--- src/rtl/freq_ramp_pkg.sv ---
package freq_ramp_pkg;

    typedef enum logic {
        RS_IDLE  = 1'b0,
        RS_GLIDE = 1'b1
    } ramp_state_e;

    // Increment ladder: two mantissas (2, 3) per octave.
    function automatic longint unsigned rate_step(input int idx);
        longint unsigned mant;
        mant = (idx % 2 == 0) ? 64'd2 : 64'd3;
        return mant << (idx / 2);
    endfunction

endpackage

--- src/rtl/ramp_rate_lut.sv ---
module ramp_rate_lut #(
    parameter int FW        = 32,
    parameter int CODE_W    = 6,
    parameter int NUM_RATES = 40
) (
    input  logic [CODE_W-1:0] code,
    output logic [FW-1:0]     step
);
    localparam logic [CODE_W-1:0] TOP_CODE = CODE_W'(NUM_RATES - 1);

    logic [FW-1:0]     ladder [NUM_RATES];
    logic [CODE_W-1:0] idx;

    for (genvar g = 0; g < NUM_RATES; g++) begin : g_rung
        assign ladder[g] = FW'(freq_ramp_pkg::rate_step(g));
    end

    assign idx  = (code > TOP_CODE) ? TOP_CODE : code;
    assign step = ladder[idx];
endmodule

--- src/rtl/ramp_dist.sv ---
module ramp_dist #(
    parameter int FW = 32
) (
    input  logic [FW-1:0] from_val,
    input  logic [FW-1:0] to_val,
    output logic [FW-1:0] mag,
    output logic          up
);
    assign up  = to_val > from_val;
    assign mag = up ? (to_val - from_val) : (from_val - to_val);
endmodule

--- src/rtl/freq_ramp.sv ---
module freq_ramp #(
    parameter int FW        = 32,
    parameter int CODE_W    = 6,
    parameter int NUM_RATES = 40
) (
    input  logic              clk,
    input  logic              rst,
    input  logic              start,
    input  logic [FW-1:0]     hold_freq,
    input  logic [FW-1:0]     target_freq,
    input  logic [CODE_W-1:0] rate_code,
    input  logic              tick,
    output logic [FW-1:0]     freq_out,
    output logic              busy,
    output logic              done
);
    import freq_ramp_pkg::*;

    ramp_state_e   state_q;
    logic [FW-1:0] freq_q;
    logic [FW-1:0] tgt_q;
    logic [FW-1:0] step_q;
    logic          done_q;

    logic [FW-1:0] base_val;
    logic [FW-1:0] new_step;
    logic [FW-1:0] rem_mag;
    logic          rem_up;
    logic          land;

    assign busy     = (state_q == RS_GLIDE);
    assign base_val = busy ? freq_q : hold_freq;

    ramp_rate_lut #(.FW(FW), .CODE_W(CODE_W), .NUM_RATES(NUM_RATES)) u_lut (
        .code (rate_code),
        .step (new_step)
    );

    ramp_dist #(.FW(FW)) u_rem (
        .from_val (freq_q),
        .to_val   (tgt_q),
        .mag      (rem_mag),
        .up       (rem_up)
    );

    assign land = (rem_mag <= step_q);

    always_ff @(posedge clk) begin
        if (rst) begin
            state_q <= RS_IDLE;
            freq_q  <= '0;
            tgt_q   <= '0;
            step_q  <= '0;
            done_q  <= 1'b0;
        end else begin
            done_q <= 1'b0;
            if (start) begin
                freq_q <= base_val;
                tgt_q  <= target_freq;
                step_q <= new_step;
                if (base_val == target_freq) begin
                    state_q <= RS_IDLE;
                    done_q  <= 1'b1;
                end else begin
                    state_q <= RS_GLIDE;
                end
            end else if (busy && tick) begin
                if (land) begin
                    freq_q  <= tgt_q;
                    state_q <= RS_IDLE;
                    done_q  <= 1'b1;
                end else if (rem_up) begin
                    freq_q <= freq_q + step_q;
                end else begin
                    freq_q <= freq_q - step_q;
                end
            end
        end
    end

    assign freq_out = freq_q;
    assign done     = done_q;
endmodule

--- config.mk ---
export PLATFORM = sky130hd
export DESIGN_NAME = freq_ramp
export DESIGN_NICKNAME = d
export VERILOG_FILES = /design/src/rtl/freq_ramp_pkg.sv /design/src/rtl/ramp_rate_lut.sv /design/src/rtl/ramp_dist.sv /design/src/rtl/freq_ramp.sv
export SDC_FILE = /design/constraint.sdc
export NUM_CORES = 1
export LEC_CHECK = 0
export BUFFER_PORTS_ARGS = -buffer_cell sky130_fd_sc_hd__buf_2
export CAP_MARGIN = 20
export CORE_MARGIN = 10
export CORE_UTILIZATION = 59
export CTS_BUF_LIST = sky130_fd_sc_hd__clkbuf_16
export DETAILED_ROUTE_END_ITERATION = 12
export MAX_ROUTING_LAYER = met4
export PLACE_DENSITY = 0.8
export SKIP_LAST_GASP = 1
export SYNTH_ARGS = -nofsm -noshare
export SYNTH_HDL_FRONTEND = slang
export SYNTH_SLANG_ARGS = --single-unit
--- constraint.sdc ---
create_clock -name clk -period 7.7 [get_ports clk]
set_input_delay 0.385 -clock clk [delete_from_list [all_inputs] [get_ports clk]]
set_output_delay 0.385 -clock clk [all_outputs]
set_load 0.01 [all_outputs]
==> metrics.md <==
| Metric | Value |
|---|---|
| EDFF count, synth | 0 |
| DRC errors left | 0 |
| CTS Sinks | a little under 90 |
| #FFs+latches synth | slightly below 90 |
| TritonCTS clock tree | done |
| Critical Path AT | around 7400 ps |
| Type of element capturing the critical path | flip-flop |
| Fin. Hold Viols | 0 |
| Setup TNS Final | 0 ps |
| Delay-heaviest family, CP | compound AO/OA/AOI/OAI gates |
| Fin area | ~12,000 um2 |
| Clock-pin slew on the worst setup and hold paths | 80 ps |
| Placed cell areas | between 10,000 and 15,000 um2 |
| Area of the multi-input gates | just over 8000 um2 |
| Number of I/O pins | 108 |
| Filler Cells Inserted | around 1,600 |
| Slew HR | 0.398 |
| Final setup fails | 0 |
| Mean routed wirelength per cell | between 20 and 25 um |
| Congestion Overflow GR | 0 |
| Gate Count Post-Synth | about 1,400 |
| Synth Cell Area | 10,600 um2 |
| Period utilization | 0.938 |
| Highest-delay cell along the critical path | o211a_2 |
| Hold/Removal Path Class | primary input to flip-flop |
| Startpoint types | flip-flop |
| Max cap viols | 0 |
| Mapped Nets | 1,609 |
| Placer Congestion | ~1.1 |
| Vias in the first global route | about 11,000 |
| Kind of critical path | flip-flop to flip-flop |
| Synth area leader | dfxtp_1 |
| Synth warn | 0 |
| RSZ-0062 raised after global routing | no |
| CTS Buf Count | 9 |
| Status | complete, no violations |
| Starting DRT DRC Count | 1,379 |
| Tightest Pin Transition | roughly 900 ps |
| Leakage | around 0.005 uW |
| Crit Path Max Fanout | 22 |
| Final Hold Slack | roughly 290 ps |
| Hold-fix buffers at CTS | 0 |
| Total wire length | about 39,000 um |
| Minimum clock period | 7220 ps |
| Power density cells | between 200 and 250 nW/um2 |
| Register area | between 1500 and 2000 um2 |
| Place WS | a little under 400 ps |
| Commonest non-fill, non-tap cell in the layout | a21oi_1 |
| Unique masters post-synth | 74 |
| PnR worst setup slack | approximately 480 ps |
| Clock buffer depth | 2 |
| First-pass GRT wire length | 60,300 um |
| Clock Tree Root | clkbuf_16 |
| Layout cells sized above 1 | 0.123 |
| Worst Path Buf+Inv | 1 |
| Total track usage | 0.322 |
| TritonRoute pass-1 iters | 6 |
| Detailed Place HPWL | approximately 32,000 um |
| CP Data Required Time | around 7900 ps |
| Synth area leaders | dfxtp_1 16%, ha_1 14%, mux2i_1 8.0%, a21oi_1 7.7%, xnor2_1 5.7% |
| Via count | about 11,000 |
| Crit-path cells | inv_1, ha_1, nand4_1, nor4_2, o31ai_4, a31oi_4, o211a_2, o31a_1, nand2_1, nand2_1, xor2_1, ha_1, a21o_1, a21oi_1, o21ai_0, a2111oi_0, a21oi_1, a2111oi_2, nor3_1, a2111oi_4, o2111ai_4, nor2_4, mux2i_1, o22ai_1 |
| Initial antenna violation count | 0 |
| Core area | ~18,000 um2 |
| Synth Flop Type | dfxtp_1 |
| Clk_skew | between 15 and 20 ps |
| Peak Freq | 138 MHz |
| Post-DR vias/cell | ~6.5 |
| Nets | between 1,500 and 2,000 |
| H-tree Lvls | 3 |
| Worst skew pair latency | 360 ps |
| Post-route ant nets | 0 |
| PortBufs | 107 |
| Vert. Die Dim | approximately 150 um |
| PnR Total Power | around 2700 uW |
| Die Footprint | between 20,000 and 25,000 um2 |
| Number of diodes | 0 |
| Row cnt | roughly 50 |
| Initial core utilization | 0.597 |
| FFs w/ async S/R, synth | 0 |
| Die width | approximately 150 um |
| Worst path max stage delay | about 570 ps |
| Peak supply drop | about 0.15 mV |
| Syn_area_per_cell | between 7 and 8 um2 |
| Yosys top cell area share | 0.164 |
| Fin. max-slew vios | 0 |
| Most frequent cells in the layout | 163 x a21oi_1, 116 x ha_1, 115 x nor2_1 |
| Layout area overhead | 9.32% |
| Seq/Total Area, Yosys | 0.164 |
| Largest net degree at the start of global routing | slightly below 70 |
## cells in the mapped netlist (38+ instances only)
cell / number
a21o_1: 38
a21oi_1: 163
clkbuf_1: 51
dfxtp_1: 87
ha_1: 116
inv_1: 101
mux2i_1: 85
nand2_1: 82
nor2_1: 115
o21ai_0: 91
xnor2_1: 69
xor2_1: 40
## logic make-up after synthesis
kind of cell	share of synthesized area
buffers and inverters	0.0692
AO/OA/AOI/OAI	0.287
XOR/XNOR	0.0896
multiplexers	0.0831
adder cells (fa/ha/maj)	0.142
AND/OR/NAND/NOR	0.166
flip-flops	0.164
## worst register-to-register path, stage by stage, from the launching register on
cell and delay (ps):
dfxtp_1 480, inv_1 80, ha_1 450, nand4_1 250
nor4_2 480, o31ai_4 160, a31oi_4 260, o211a_2 570
o31a_1 290, nand2_1 90, nand2_1 160, xor2_1 190
ha_1 270, a21o_1 190, a21oi_1 160, o21ai_0 180
a2111oi_0 450, a21oi_1 240, a2111oi_2 390, nor3_1 140
a2111oi_4 340, o2111ai_4 330, nor2_4 550, mux2i_1 270
o22ai_1 90
## through the flow
| step | util | instances |
|---|---|---|
| global placement | 0.635 | 1701 |
| floorplan | - | 1416 |
| CTS | 0.651 | 1717 |
| finish | 0.653 | 1720 |
| global route | 0.653 | 1720 |
| detailed placement | 0.635 | 1701 |
## metal layers
layer  GRT usage  wire, um
met3      0.0599      4400
met5           -         0
met2       0.465     16700
met1       0.446     17200
met4      0.0949      1120
## worst paths after layout
check / start / slack [ps] / cells past startpoint / end
max: freq_out[20] / 480 / 24 / freq_out[4]
min: target_freq[4] / 290 / 3 / tgt_q[4]
max reg2reg: freq_out[20] / 480 / 24 / freq_out[4]
min reg2reg: step_q[18] / 460 / 2 / step_q[18]
## power by group
group / leakage, uW / internal (uW) / switching [uW]
Sequential: 0.000716 / 480 / 42.7
Combinational: 0.00412 / 651 / 1040
Clock: 0.000140 / 227 / 217
## registers in the layout, indices dropped and copies added, names as in the netlist
signal,cells
busy,1
done,1
freq_out,32
step_q,21
tgt_q,32
## timing repair
| item | 4_1_cts | 5_1_grt |
|---|---|---|
| resized for setup | 0 | 0 |
| setup endpoints to repair | 0 | 30 |
| setup buffers | 0 | 2 |
## final cells by class
class	count	share of cell area
Multi-Input combinational cell	1152	0.703
Clock inverter	7	0.00559
Tap cell	229	0.0246
Timing Repair Buffer	135	0.0653
Inverter	101	0.0326
Sequential cell	87	0.150
Clock buffer	9	0.0193
Power figures use the tool's default switching activity.
